File: src/rtl/steer_intc_pkg.sv
// Package: register offsets and shared constants for the steerable
// interrupt controller. Assumes a 4-bit word offset on the access port.
package steer_intc_pkg;

    localparam int OFF_W = 4;

    typedef enum logic [OFF_W-1:0] {
        OFF_CLR  = 4'd0,
        OFF_SET  = 4'd1,
        OFF_EN   = 4'd2,
        OFF_CRIT = 4'd3,
        OFF_POL  = 4'd4,
        OFF_TRIG = 4'd5,
        OFF_MASK = 4'd6,
        OFF_VEC  = 4'd7,
        OFF_VCFG = 4'd8
    } reg_off_e;

endpackage

File: src/rtl/intc_capture.sv
// Module: input capture. Synchronises each request line through STAGES
// flops, maps line n to bit (DW-1-n), applies polarity, and reports the
// adjusted level plus rising-edge and change strobes against the previous
// cycle. Assumes STAGES >= 2 and that src_i is asynchronous to clk.
module intc_capture #(
    parameter int DW     = 32,
    parameter int STAGES = 2
) (
    input  logic          clk,
    input  logic          rst_n,
    input  logic [DW-1:0] src_i,
    input  logic [DW-1:0] pol,
    output logic [DW-1:0] adj,
    output logic [DW-1:0] rise,
    output logic [DW-1:0] chg
);

    logic [DW-1:0] raw;
    logic [DW-1:0] adj_q;

    for (genvar n = 0; n < DW; n++) begin : g_sync
        logic [STAGES-1:0] sh;
        // Shift the request line through the synchroniser chain.
        always_ff @(posedge clk) begin
            if (!rst_n) sh <= '0;
            else        sh <= {sh[STAGES-2:0], src_i[n]};
        end
        assign raw[DW-1-n] = sh[STAGES-1];
    end

    assign adj = raw ^ pol;

    // Remember the adjusted level of the previous cycle for edge detection.
    always_ff @(posedge clk) begin
        if (!rst_n) adj_q <= '0;
        else        adj_q <= adj;
    end

    assign rise = adj & ~adj_q;
    assign chg  = adj ^ adj_q;

endmodule

File: src/rtl/intc_vector.sv
// Module: critical vector generator. Scans the pending-critical word for
// the lowest (cfg[0]=0) or highest (cfg[0]=1) set bit and forms
// base + step << STRIDE_LOG2, where step counts from the scan start.
// Returns 0 when nothing is pending. Purely combinational.
module intc_vector #(
    parameter int DW          = 32,
    parameter int STRIDE_LOG2 = 9
) (
    input  logic [DW-1:0] pend,
    input  logic [DW-1:0] cfg,
    output logic [DW-1:0] vec
);

    localparam int IW = $clog2(DW);

    logic [IW-1:0] lo_idx;
    logic [IW-1:0] hi_idx;
    logic [IW-1:0] step;

    // Priority scans from both ends of the pending word.
    always_comb begin
        lo_idx = '0;
        hi_idx = '0;
        for (int i = DW-1; i >= 0; i--) begin
            if (pend[i]) lo_idx = IW'(i);
        end
        for (int i = 0; i < DW; i++) begin
            if (pend[i]) hi_idx = IW'(i);
        end
    end

    // Select the step count for the programmed direction and build the address.
    always_comb begin
        step = cfg[0] ? (IW'(DW-1) - hi_idx) : lo_idx;
        if (|pend) vec = {cfg[DW-1:2], 2'b00} + (DW'(step) << STRIDE_LOG2);
        else       vec = '0;
    end

endmodule

File: src/rtl/steer_intc.sv
// Module: top of the steerable interrupt controller. Holds the register
// file, updates the status word from software writes and captured input
// events, and registers both outputs, the vector and the read data.
// Assumes one access per cycle (rd_en and wr_en never both high).
module steer_intc
    import steer_intc_pkg::*;
#(
    parameter int DW          = 32,
    parameter int SYNC_STAGES = 2,
    parameter int STRIDE_LOG2 = 9,
    parameter bit VEC_EN      = 1'b1
) (
    input  logic             clk,
    input  logic             rst_n,
    input  logic [DW-1:0]    src_i,
    input  logic             rd_en,
    input  logic             wr_en,
    input  logic [OFF_W-1:0] addr,
    input  logic [DW-1:0]    wdata,
    output logic [DW-1:0]    rdata,
    output logic             irq_o,
    output logic             crit_irq_o
);

    logic [DW-1:0] st_q, st_n;
    logic [DW-1:0] en_q, crit_q, pol_q, trig_q, vcfg_q;
    logic [DW-1:0] vec_q, vec_c;
    logic [DW-1:0] adj, rise, chg;
    logic [DW-1:0] pend_nrm, pend_crit;
    logic [DW-1:0] rd_mux;

    intc_capture #(.DW(DW), .STAGES(SYNC_STAGES)) u_cap (
        .clk   (clk),
        .rst_n (rst_n),
        .src_i (src_i),
        .pol   (pol_q),
        .adj   (adj),
        .rise  (rise),
        .chg   (chg)
    );

    assign pend_nrm  = st_q & en_q & ~crit_q;
    assign pend_crit = st_q & en_q & crit_q;

    if (VEC_EN) begin : g_vec
        intc_vector #(.DW(DW), .STRIDE_LOG2(STRIDE_LOG2)) u_vec (
            .pend (pend_crit),
            .cfg  (vcfg_q),
            .vec  (vec_c)
        );
    end else begin : g_novec
        assign vec_c = '0;
    end

    // Next status: software alias first, then edge sets and level tracking.
    always_comb begin
        st_n = st_q;
        if (wr_en && addr == OFF_CLR)      st_n = (st_q & ~wdata) | (adj & ~trig_q);
        else if (wr_en && addr == OFF_SET) st_n = st_q | wdata;
        st_n = st_n | (rise & trig_q);
        st_n = (st_n & ~(chg & ~trig_q)) | (adj & chg & ~trig_q);
    end

    // Status register.
    always_ff @(posedge clk) begin
        if (!rst_n) st_q <= '0;
        else        st_q <= st_n;
    end

    // Software-written configuration registers.
    always_ff @(posedge clk) begin
        if (!rst_n) begin
            en_q   <= '0;
            crit_q <= '0;
            pol_q  <= '0;
            trig_q <= '0;
            vcfg_q <= '0;
        end else if (wr_en) begin
            case (addr)
                OFF_EN:   en_q   <= wdata;
                OFF_CRIT: crit_q <= wdata;
                OFF_POL:  pol_q  <= wdata;
                OFF_TRIG: trig_q <= wdata;
                OFF_VCFG: if (VEC_EN) vcfg_q <= wdata & ~DW'(2);
                default:  ;
            endcase
        end
    end

    // Registered outputs and vector, recomputed every cycle.
    always_ff @(posedge clk) begin
        if (!rst_n) begin
            irq_o      <= 1'b0;
            crit_irq_o <= 1'b0;
            vec_q      <= '0;
        end else begin
            irq_o      <= |pend_nrm;
            crit_irq_o <= |pend_crit;
            vec_q      <= vec_c;
        end
    end

    // Read multiplexer over the register offsets.
    always_comb begin
        case (addr)
            OFF_CLR, OFF_SET: rd_mux = st_q;
            OFF_EN:   rd_mux = en_q;
            OFF_CRIT: rd_mux = crit_q;
            OFF_POL:  rd_mux = pol_q;
            OFF_TRIG: rd_mux = trig_q;
            OFF_MASK: rd_mux = st_q & en_q;
            OFF_VEC:  rd_mux = VEC_EN ? vec_q : '0;
            OFF_VCFG: rd_mux = VEC_EN ? vcfg_q : '0;
            default:  rd_mux = '0;
        endcase
    end

    // Read data register, loaded one cycle after the strobe.
    always_ff @(posedge clk) begin
        if (!rst_n)     rdata <= '0;
        else if (rd_en) rdata <= rd_mux;
    end

endmodule

File: config.mk
export PLATFORM = sky130hd
export DESIGN_NAME = steer_intc
export DESIGN_NICKNAME = d
export VERILOG_FILES = /design/src/rtl/steer_intc_pkg.sv /design/src/rtl/intc_capture.sv /design/src/rtl/intc_vector.sv /design/src/rtl/steer_intc.sv
export SDC_FILE = /design/constraint.sdc
export NUM_CORES = 1
export LEC_CHECK = 0
export BUFFER_PORTS_ARGS = -buffer_cell sky130_fd_sc_hd__buf_2
export CORE_UTILIZATION = 30
export DETAILED_ROUTE_END_ITERATION = 10
export MAX_ROUTING_LAYER = met4
export PLACE_DENSITY = 0.49
export RECOVER_POWER = 25
export REMOVE_ABC_BUFFERS = 1
export SYNTH_ARGS = -nofsm -noshare
export SYNTH_HDL_FRONTEND = slang
export SYNTH_HIERARCHICAL = 1
export SYNTH_SLANG_ARGS = --single-unit
export TNS_END_PERCENT = 10
File: constraint.sdc
create_clock -name clk -period 3.2 [get_ports clk]
set_input_delay 0.32 -clock clk [delete_from_list [all_inputs] [get_ports clk]]
set_output_delay 0.32 -clock clk [all_outputs]
set_load 0.01 [all_outputs]
* Word level (Yosys, flattened, before mapping)
Cells that the tools add are included.
** Word-level totals
- Bits in registers :: 353
- Input port bits :: 72
- Word-level logic and storage cells :: 154
** Operators by class
- $add $sub $neg :: 2
- Eq/ne operators :: 8
- Mux-type cells :: 67
- Bitwise logic cells :: 22
- Reductions and logical operators :: 12
** Operators with widths (count)
- $and 32x32->32 :: 11
- $pmux 32 s8 :: 1
- $mux 5 :: 49
- $not 32->32 :: 5
- $or 32x32->32 :: 4
- $mux 32 :: 2
- $reduce_or 32->1 :: 2
- $xor 32x32->32 :: 2
- $add 32x14->32 :: 1
- $mux 4 :: 8
- $eq 4x3->1 const B :: 4
- $mux 3 :: 4
- $reduce_and 2->1 :: 6
- $eq 4x2->1 const B :: 2
- $sub 5x5->5 const A :: 1
- $eq 4x1->1 const B :: 1
- $eq 4x4->1 const B :: 1
- $logic_not 4->1 :: 1
- $mux 2 :: 2
- $logic_and 1x1->1 :: 2
- $reduce_or 2->1 :: 1
- $mux 1 :: 1

* Logic depth before layout (Yosys ltp)
Gate-level depths: netlist of run 1.
- Depth in word-level cells :: 36
- Mapped depth :: 17
- Mapped depth without buffers :: 17

* Hierarchy
Netlist of run 1, hierarchy kept.
** Modules (own cells, without submodules)
- steer_intc :: times used 1, cells an instance 1583, area an instance 12166.7 sq um, seq. area each 5144.9 sq um
- intc_capture :: times used 1, cells an instance 362, area an instance 3804.9 sq um, seq. area each 1921.8 sq um
- intc_vector :: times used 1, cells an instance 222, area an instance 1316.3 sq um, seq. area each 0.0 sq um

* Worst setup path before layout of run 1
Ideal clock, no wire load.
- Kind :: register to register
- Start point :: reg st_q[6]
- End point :: reg vec_q[27]
- Arrival time :: 3.124 ns
- Slack :: -0.039 ns
- Cell stages (with the launch flop) :: 17
- Buffers on the path :: 0
- Period minus slack after synthesis :: 3.239 ns
- Path through :: dfxtp_1 -> and3_1 -> inv_1 -> a2111oi_0 -> a21oi_1 -> o221ai_1 -> a32o_1 -> ha_1 -> inv_1 -> fa_1 -> nor2b_1 -> o31ai_1 -> a21oi_1 -> and3_1 -> xnor2_1 -> nor2_1 -> and2_1
** On the way
- Word-level cells in the longest chain between the ends :: 31
** Ends and longest elaborated chain
- start: declaration :: RTL line steer_intc.sv:25 : logic [DW-1:0] st_q, st_n;
- start signal: assignment :: RTL line steer_intc.sv:67 : else st_q <= st_n;
- $and 32x32->32 (*) (2 in a row) :: RTL line steer_intc.sv:43 : assign pend_crit = st_q & en_q & crit_q;
- named net pend_crit[6] :: RTL line steer_intc.sv:29 : logic [DW-1:0] pend_nrm, pend_crit;
- $mux 3 (2 in a row) :: RTL line intc_vector.sv:28 : if (pend[i]) hi_idx = IW'(i);
- $mux 4 (8 in a row) :: RTL line intc_vector.sv:28
- $mux 5 (16 in a row) :: RTL line intc_vector.sv:28
- $sub 5x5->5 :: RTL line intc_vector.sv:34 : step = cfg[0] ? (IW'(DW-1) - hi_idx) : lo_idx;
- $mux 5 :: RTL line intc_vector.sv:34
- $add 32x14->32 :: RTL line intc_vector.sv:35 : if (|pend) vec = {cfg[DW-1:2], 2'b00} + (DW'(step) << STRIDE_LOG2);
- end signal: assignment :: RTL line steer_intc.sv:99 : vec_q <= vec_c;
- end: declaration :: RTL line steer_intc.sv:27 : logic [DW-1:0] vec_q, vec_c;
Mark *: on every way through the listed nets, which the timed path passes. The rest lies on a longest branch.
A chain may end at the register's enable or synchronous reset.

* Worst setup path in the final report of run 1
- Start point :: reg st_q[24]
- End point :: reg vec_q[21]
** On the way
- Word-level cells in the longest chain between the ends :: 29
** Ends and longest elaborated chain
- $and 32x32->32 (*) (2 in a row) :: RTL line steer_intc.sv:43
- named net pend_crit[24] :: RTL line steer_intc.sv:29
- $mux 5 (25 in a row) :: RTL line intc_vector.sv:25 : if (pend[i]) lo_idx = IW'(i);
- $mux 5 :: RTL line intc_vector.sv:34
- $add 32x14->32 :: RTL line intc_vector.sv:35
Marks and branches as above.

==> results of run 1 <==
[cells in the final DEF, fill, tap and decap left out, types with 32 or more instances in the layout]
cell type        n
nand2_1        451
dfxtp_1        345
a21oi_1        238
buf_4          219
and2_1         136
inv_1          114
o21ai_0        104
buf_2          104
xor2_1          79
nor2_1          60
clkbuf_16       43
o22ai_1         38
ha_1            37
nor2b_1         34
a22oi_1         34
o21a_1          34
dlygate4sd3_1   32
[power breakdown]
part | internal, mW | leakage, nW | total [mW] | switching, mW
clock | 2.74 | 0.644 | 4.72 | 1.97
combinational | 0.286 | 5.29 | 0.794 | 0.508
sequential | 4.49 | 2.87 | 4.55 | 0.0569
[final timing paths]
check / from / end / slack (ps) / cells after the start
hold / removal: wdata[1] / en_q[1] / 60 / 3
hold reg to reg: u_cap/g_sync[2].sh[0] / u_cap/g_sync[2].sh[1] / 430 / 1
setup / recovery: st_q[24] / vec_q[21] / -180 / 18
setup reg to reg: st_q[24] / vec_q[21] / -180 / 18
[what timing repair did]
action	CTS	global route
pin swaps	18	13
gates resized for setup	41	30
setup buffers	1	1
hold endpoints to repair	32	0
hold buffers	32	0
setup endpoints to repair	19	19
[through the flow]
stage / cells / TNS, ps / utilization [%]
floorplan: 2037 / -55.79 / -
global placement: 3127 / -6250 / 35.34
detailed placement: 3127 / -6400 / 35.34
CTS: 3233 / -1972 / 38.55
global route: 3234 / -4772 / 38.68
finish: 3234 / -1423 / 38.68
[worst max-delay path: cells and delay by family (launching register included)]
kind,cells,cell delay [ps]
simple gates,7,1190
fa+ha+maj,2,430
buf+inv,4,500
compound gates,4,660
flops,1,320
xor+xnor,1,160
[registers in the layout, summed over array words and instances, names as in the netlist, 32 cells and up]
name	count
vec_q	32
rdata	32
trig_q	32
u_cap/g_sync.sh	64
u_cap/adj_q	32
pol_q	32
st_q	32
en_q	32
crit_q	32
[layout make-up]
type / count / area (sq um) / area share, %
timing repair buffer: 368 / 2719 / 12.42
sequential: 353 / 7077 / 32.32
inverter: 118 / 445.4 / 2.034
clock buffer: 59 / 1186 / 5.417
multi-input combinational: 1566 / 9388 / 42.87
clock inverter: 14 / 135.1 / 0.6171
tap: 756 / 945.9 / 4.320
[layer usage]
metal,wire (um),vias up
li1,-,7990
met1,31250,8037
met2,31820,444
met3,2962,105
met4,1597,0
met5,0,-
==> impl_metrics.py, run 1 <==
metrics = {
    "outcome": {
        "status": "finished with violations",
        "violations": "setup timing",
    },
    "worst_setup_path": {
        "critPathRequiredTime_ps": 3660,
        "crit_top_cell": "buf_4",
        "path_class": "reg -> reg",
        "arrival_ps": 3840,
        "crit_chain": "and3_4 > buf_4 > or4_1 > nor2_2 > o221ai_1 > a32o_1 > ha_2 > inv_2 > fa_2 > nor2b_4 > o31ai_4 > a21oi_2 > buf_6 > buf_4 > nand3_1 > xor2_1 > nor2_1 > and2_1",
        "critPathSlowestCell": "or4_1",
        "worst_setup_path_start_kind": "flip-flop",
        "cp_max_fo": 4,
        "slowest_delay_ps": 530,
        "endpoint_kind": "flip-flop",
    },
    "layout": {
        "fin_area_sq_um": 21900,
        "fin_nets": 2560,
        "antenna-diode-count": 0,
        "drive_gt1_share_pct": 19.98,
        "nFillCells": 5900,
        "syn_to_final_growth_pct": 26.68,
    },
    "yosys": {
        "synth.cell_area_sq_um": 17280,
        "synthCells": 2166,
        "synth.avg_cell_area_sq_um": 7.980,
        "synth_warnings": 6,
    },
    "timing": {
        "min_period_ps": 3381,
        "tightest_slew_ps": 1107,
        "timing.final.crit_share_pct": 105.7,
        "fmaxAchievable_ghz": 0.2957,
        "relSlewSlack_pct": 25.95,
        "rsz0062_at_grt": "yes",
        "whs_ps": 55.97,
        "hold_viol_final": 0,
        "slew_violations": 0,
        "finalSetupViolCount": 16,
        "layout_setup_ws_ps": -181.5,
        "fin_skew_ps": 15.78,
    },
    "die": {
        "initial_core_util_pct": 30.53,
        "row_count": 87,
        "core-area_sq_um": 56600,
        "die_w_um": 242.0,
        "ios": 106,
        "die_y_um": 242.0,
        "fp.dieArea_sq_um": 58580,
    },
    "grt": {
        "grt_pass1_wl_um": 101800,
        "grtUsageMet1_pct": 30.62,
        "antenna_found_initial": 0,
        "top_usage_layer": "met2",
        "grt_pass1_vias": 16120,
        "track_usage_pct": 23.35,
        "grt_use_met2_pct": 37.95,
        "use_met3_pct": 2.559,
        "grt_remaining_overflow": 0,
        "grt_max_degree": 167,
    },
    "routing": {
        "drt_iter0_drc": 1364,
        "vias": 16576,
        "antenna_left": 0,
        "wl_um": 67620,
        "drc": 0,
        "firstDrtPassIters": 5,
        "wl_per_cell_um": 20.91,
        "vias_per_cell": 5.126,
    },
    "placement": {
        "dpl.hpwl_um": 48790,
        "gp_congestion": 0.9374,
        "dpl-instance-area_sq_um": 20000,
        "place_ws_ps": -522.3,
        "port_buffers": 105,
    },
    "power_and_ir_drop": {
        "p_total_mw": 10.06,
        "power_density_nw_per_um2": 459.3,
        "leakagePower_nw": 8.803,
        "ir_drop_v": 0.0003329,
    },
    "clock_tree": {
        "path_clk_slew_ps": 60,
        "htreeDepth": 2,
        "clock_sinks": 353,
        "cts_root_buf": "clkbuf_16",
        "cts_buffer_depth": 3,
        "cts_buffers": 42,
        "clk-insertion-delay-late_ps": 570,
        "cts_tree": "done",
    },
    "flow_run": {
        "max_cap_viol_count": 0,
    },
    "min_path": {
        "min_path_type": "in -> reg",
    },
}
No activity file was read; power rests on OpenSTA's default activity.
==> run 2, diff against run 1 <==
--- a/config.mk
+++ b/config.mk
@@ -7,6 +7,7 @@
 export LEC_CHECK = 0
 export BUFFER_PORTS_ARGS = -buffer_cell sky130_fd_sc_hd__buf_2
 export CORE_UTILIZATION = 30
+export CTS_BUF_LIST = sky130_fd_sc_hd__clkbuf_16
 export DETAILED_ROUTE_END_ITERATION = 10
 export MAX_ROUTING_LAYER = met4
 export PLACE_DENSITY = 0.49
==> run 2 against run 1 <==
  * The run still ends with setup timing left
  * Critical path type unchanged
  * Critical path depth stayed put
  * Clock power decreased by 4%
  * Global-route usage barely moved
  * Largest power group is now sequential cells
  * Core utilization fell by 0.093 points
  * Non-clock buffer count stayed put
  * Largest cell class unchanged
  * Sequential power is essentially flat
  * Maximum frequency about the same
==> impl_metrics.py, run 2 (synthesis gave the netlist of run 1 again) <==
metrics = {
    "clock_tree": {
        "htreeDepth": 2,
        "cts_root_buf": "clkbuf_16",
        "clock_sinks": 353,
        "cts_buffer_depth": 3,
        "path_clk_slew_ps": 60,
        "clk-insertion-delay-late_ps": 570,
        "cts_buffers": 42,
        "cts_tree": "done",
    },
    "layout": {
        "syn_to_final_growth_pct": 26.38,
        "final-instance-count-excl-fill": 3234,
        "finish.utilization_pct": 38.59,
        "fin_nets": 2560,
        "top_register": "u_cap/g_sync.sh",
        "antenna-diode-count": 0,
        "layout.cells.most_common": "nand2_1",
        "largest_reg_flops": 64,
        "mostFrequentLayoutCells": "451 x nand2_1, 345 x dfxtp_1, 238 x a21oi_1",
        "fin_area_sq_um": 21840,
        "drive_gt1_share_pct": 19.69,
    },
    "routing": {
        "drt_iter0_drc": 1424,
        "vias_per_cell": 5.113,
        "drc": 0,
        "antenna_left": 0,
        "vias": 16534,
        "wl_per_cell_um": 20.88,
        "wl_um": 67530,
        "firstDrtPassIters": 5,
    },
    "placement": {
        "dpl.hpwl_um": 48790,
        "dpl-instance-area_sq_um": 20000,
        "place_inst": 3127,
        "gp_congestion": 0.9374,
        "place_ws_ps": -522.3,
        "port_buffers": 105,
    },
    "worst_setup_path": {
        "worstRegToRegCells": 18,
        "slowest_delay_ps": 530,
        "arrival_ps": 3840,
        "worst_setup_path_start_kind": "flip-flop",
        "cp_max_fo": 4,
        "crit_top_cell": "buf_4",
        "critPathSlowestCell": "or4_1",
        "cp.buffers_inverters": 4,
        "path_class": "reg -> reg",
        "reg2reg_slack_ps": -180,
        "path_delay_family": "simple AND/OR/NAND/NOR gates",
        "r2r-end": "vec_q[21]",
        "endpoint_kind": "flip-flop",
        "r2r_start": "st_q[24]",
        "crit_cells": 18,
        "critPathRequiredTime_ps": 3660,
        "crit_chain": "and3_4 > buf_4 > or4_1 > nor2_2 > o221ai_1 > a32o_1 > ha_2 > inv_2 > fa_2 > nor2b_4 > o31ai_4 > a21oi_2 > buf_6 > buf_4 > nand3_1 > xor2_1 > nor2_1 > and2_1",
    },
    "min_path": {
        "timing.hold.worst_path_depth": 2,
        "holdPathEnd": "vec_q[4]",
        "min_from": "rst_n",
        "min_path_type": "in -> reg",
    },
    "timing": {
        "tns_ps": -1453,
        "layout_setup_ws_ps": -180.4,
        "hold_viol_final": 0,
        "min_period_ps": 3380,
        "slew_violations": 0,
        "rsz0062_at_grt": "yes",
        "fin_skew_ps": 15.88,
        "whs_ps": 55.13,
        "timing.final.crit_share_pct": 105.6,
        "tightest_slew_ps": 1120,
        "fmaxAchievable_ghz": 0.2958,
        "finalSetupViolCount": 16,
        "relSlewSlack_pct": 25.03,
    },
    "power_and_ir_drop": {
        "power_density_nw_per_um2": 452.6,
        "leakagePower_nw": 8.824,
        "ir_drop_v": 0.0003323,
        "p_total_mw": 9.886,
    },
    "die": {
        "die_w_um": 242.0,
        "ios": 106,
        "row_count": 87,
        "fp.dieArea_sq_um": 58580,
        "die_y_um": 242.0,
        "initial_core_util_pct": 30.53,
        "core-area_sq_um": 56600,
    },
    "grt": {
        "antenna_found_initial": 0,
        "grt_pass1_vias": 16114,
        "track_usage_pct": 23.35,
        "grt_max_degree": 167,
        "grt_pass1_wl_um": 101800,
        "grt_remaining_overflow": 0,
    },
    "outcome": {
        "violations": "setup timing",
        "status": "finished with violations",
    },
    "flow_run": {
        "max_cap_viol_count": 0,
    },
}
run 2: changes by cell type in the layout (fill, tap and decap cells not counted), sizes merged:
cell / before / now
clkbuf: 59 / 43
inv: 119 / 130
clkinv: 8 / 13
run 2: how the worst max path moves through the flow:
stage,startpoint,to,slack [ps]
floorplan,st_q[6],vec_q[27],-60
global placement,st_q[5],vec_q[29],-520
detailed placement,st_q[26],vec_q[21],-520
CTS,st_q[5],vec_q[21],-200
global route,en_q[3],vec_q[22],-390
finish,st_q[24],vec_q[21],-180
run 2: what timing repair did:
item / 4_1_cts / 5_1_grt
hold endpoints to repair: 32 / 0
pin swaps: 18 / 14
endpoints found under the setup margin: 19 / 19
resized for setup: 41 / 28
setup buffers: 1 / 1
hold buffers: 32 / 0
run 2: cell type report:
type | instances | area, sq um
sequential | 353 | 7077
clock buffer | 43 | 1076
timing repair buffer | 368 | 2719
fill | 5907 | 34760
inverter | 118 | 445.4
multi-input combinational | 1566 | 9385
clock inverter | 30 | 195.2
tap | 756 | 945.9
run 2: per-layer routing:
layer | track usage (%) | wire, um | up-vias
met3 | 2.581 | 2925 | 103
met1 | 30.62 | 31250 | 7978
li1 | - | - | 7995
met4 | 6.404 | 1668 | 0
met5 | - | 0 | -
met2 | 37.93 | 31690 | 458
run 2: where the power goes:
group,switching [mW],internal (mW)
sequential,0.0569,4.49
clock,1.96,2.59
combinational,0.507,0.286
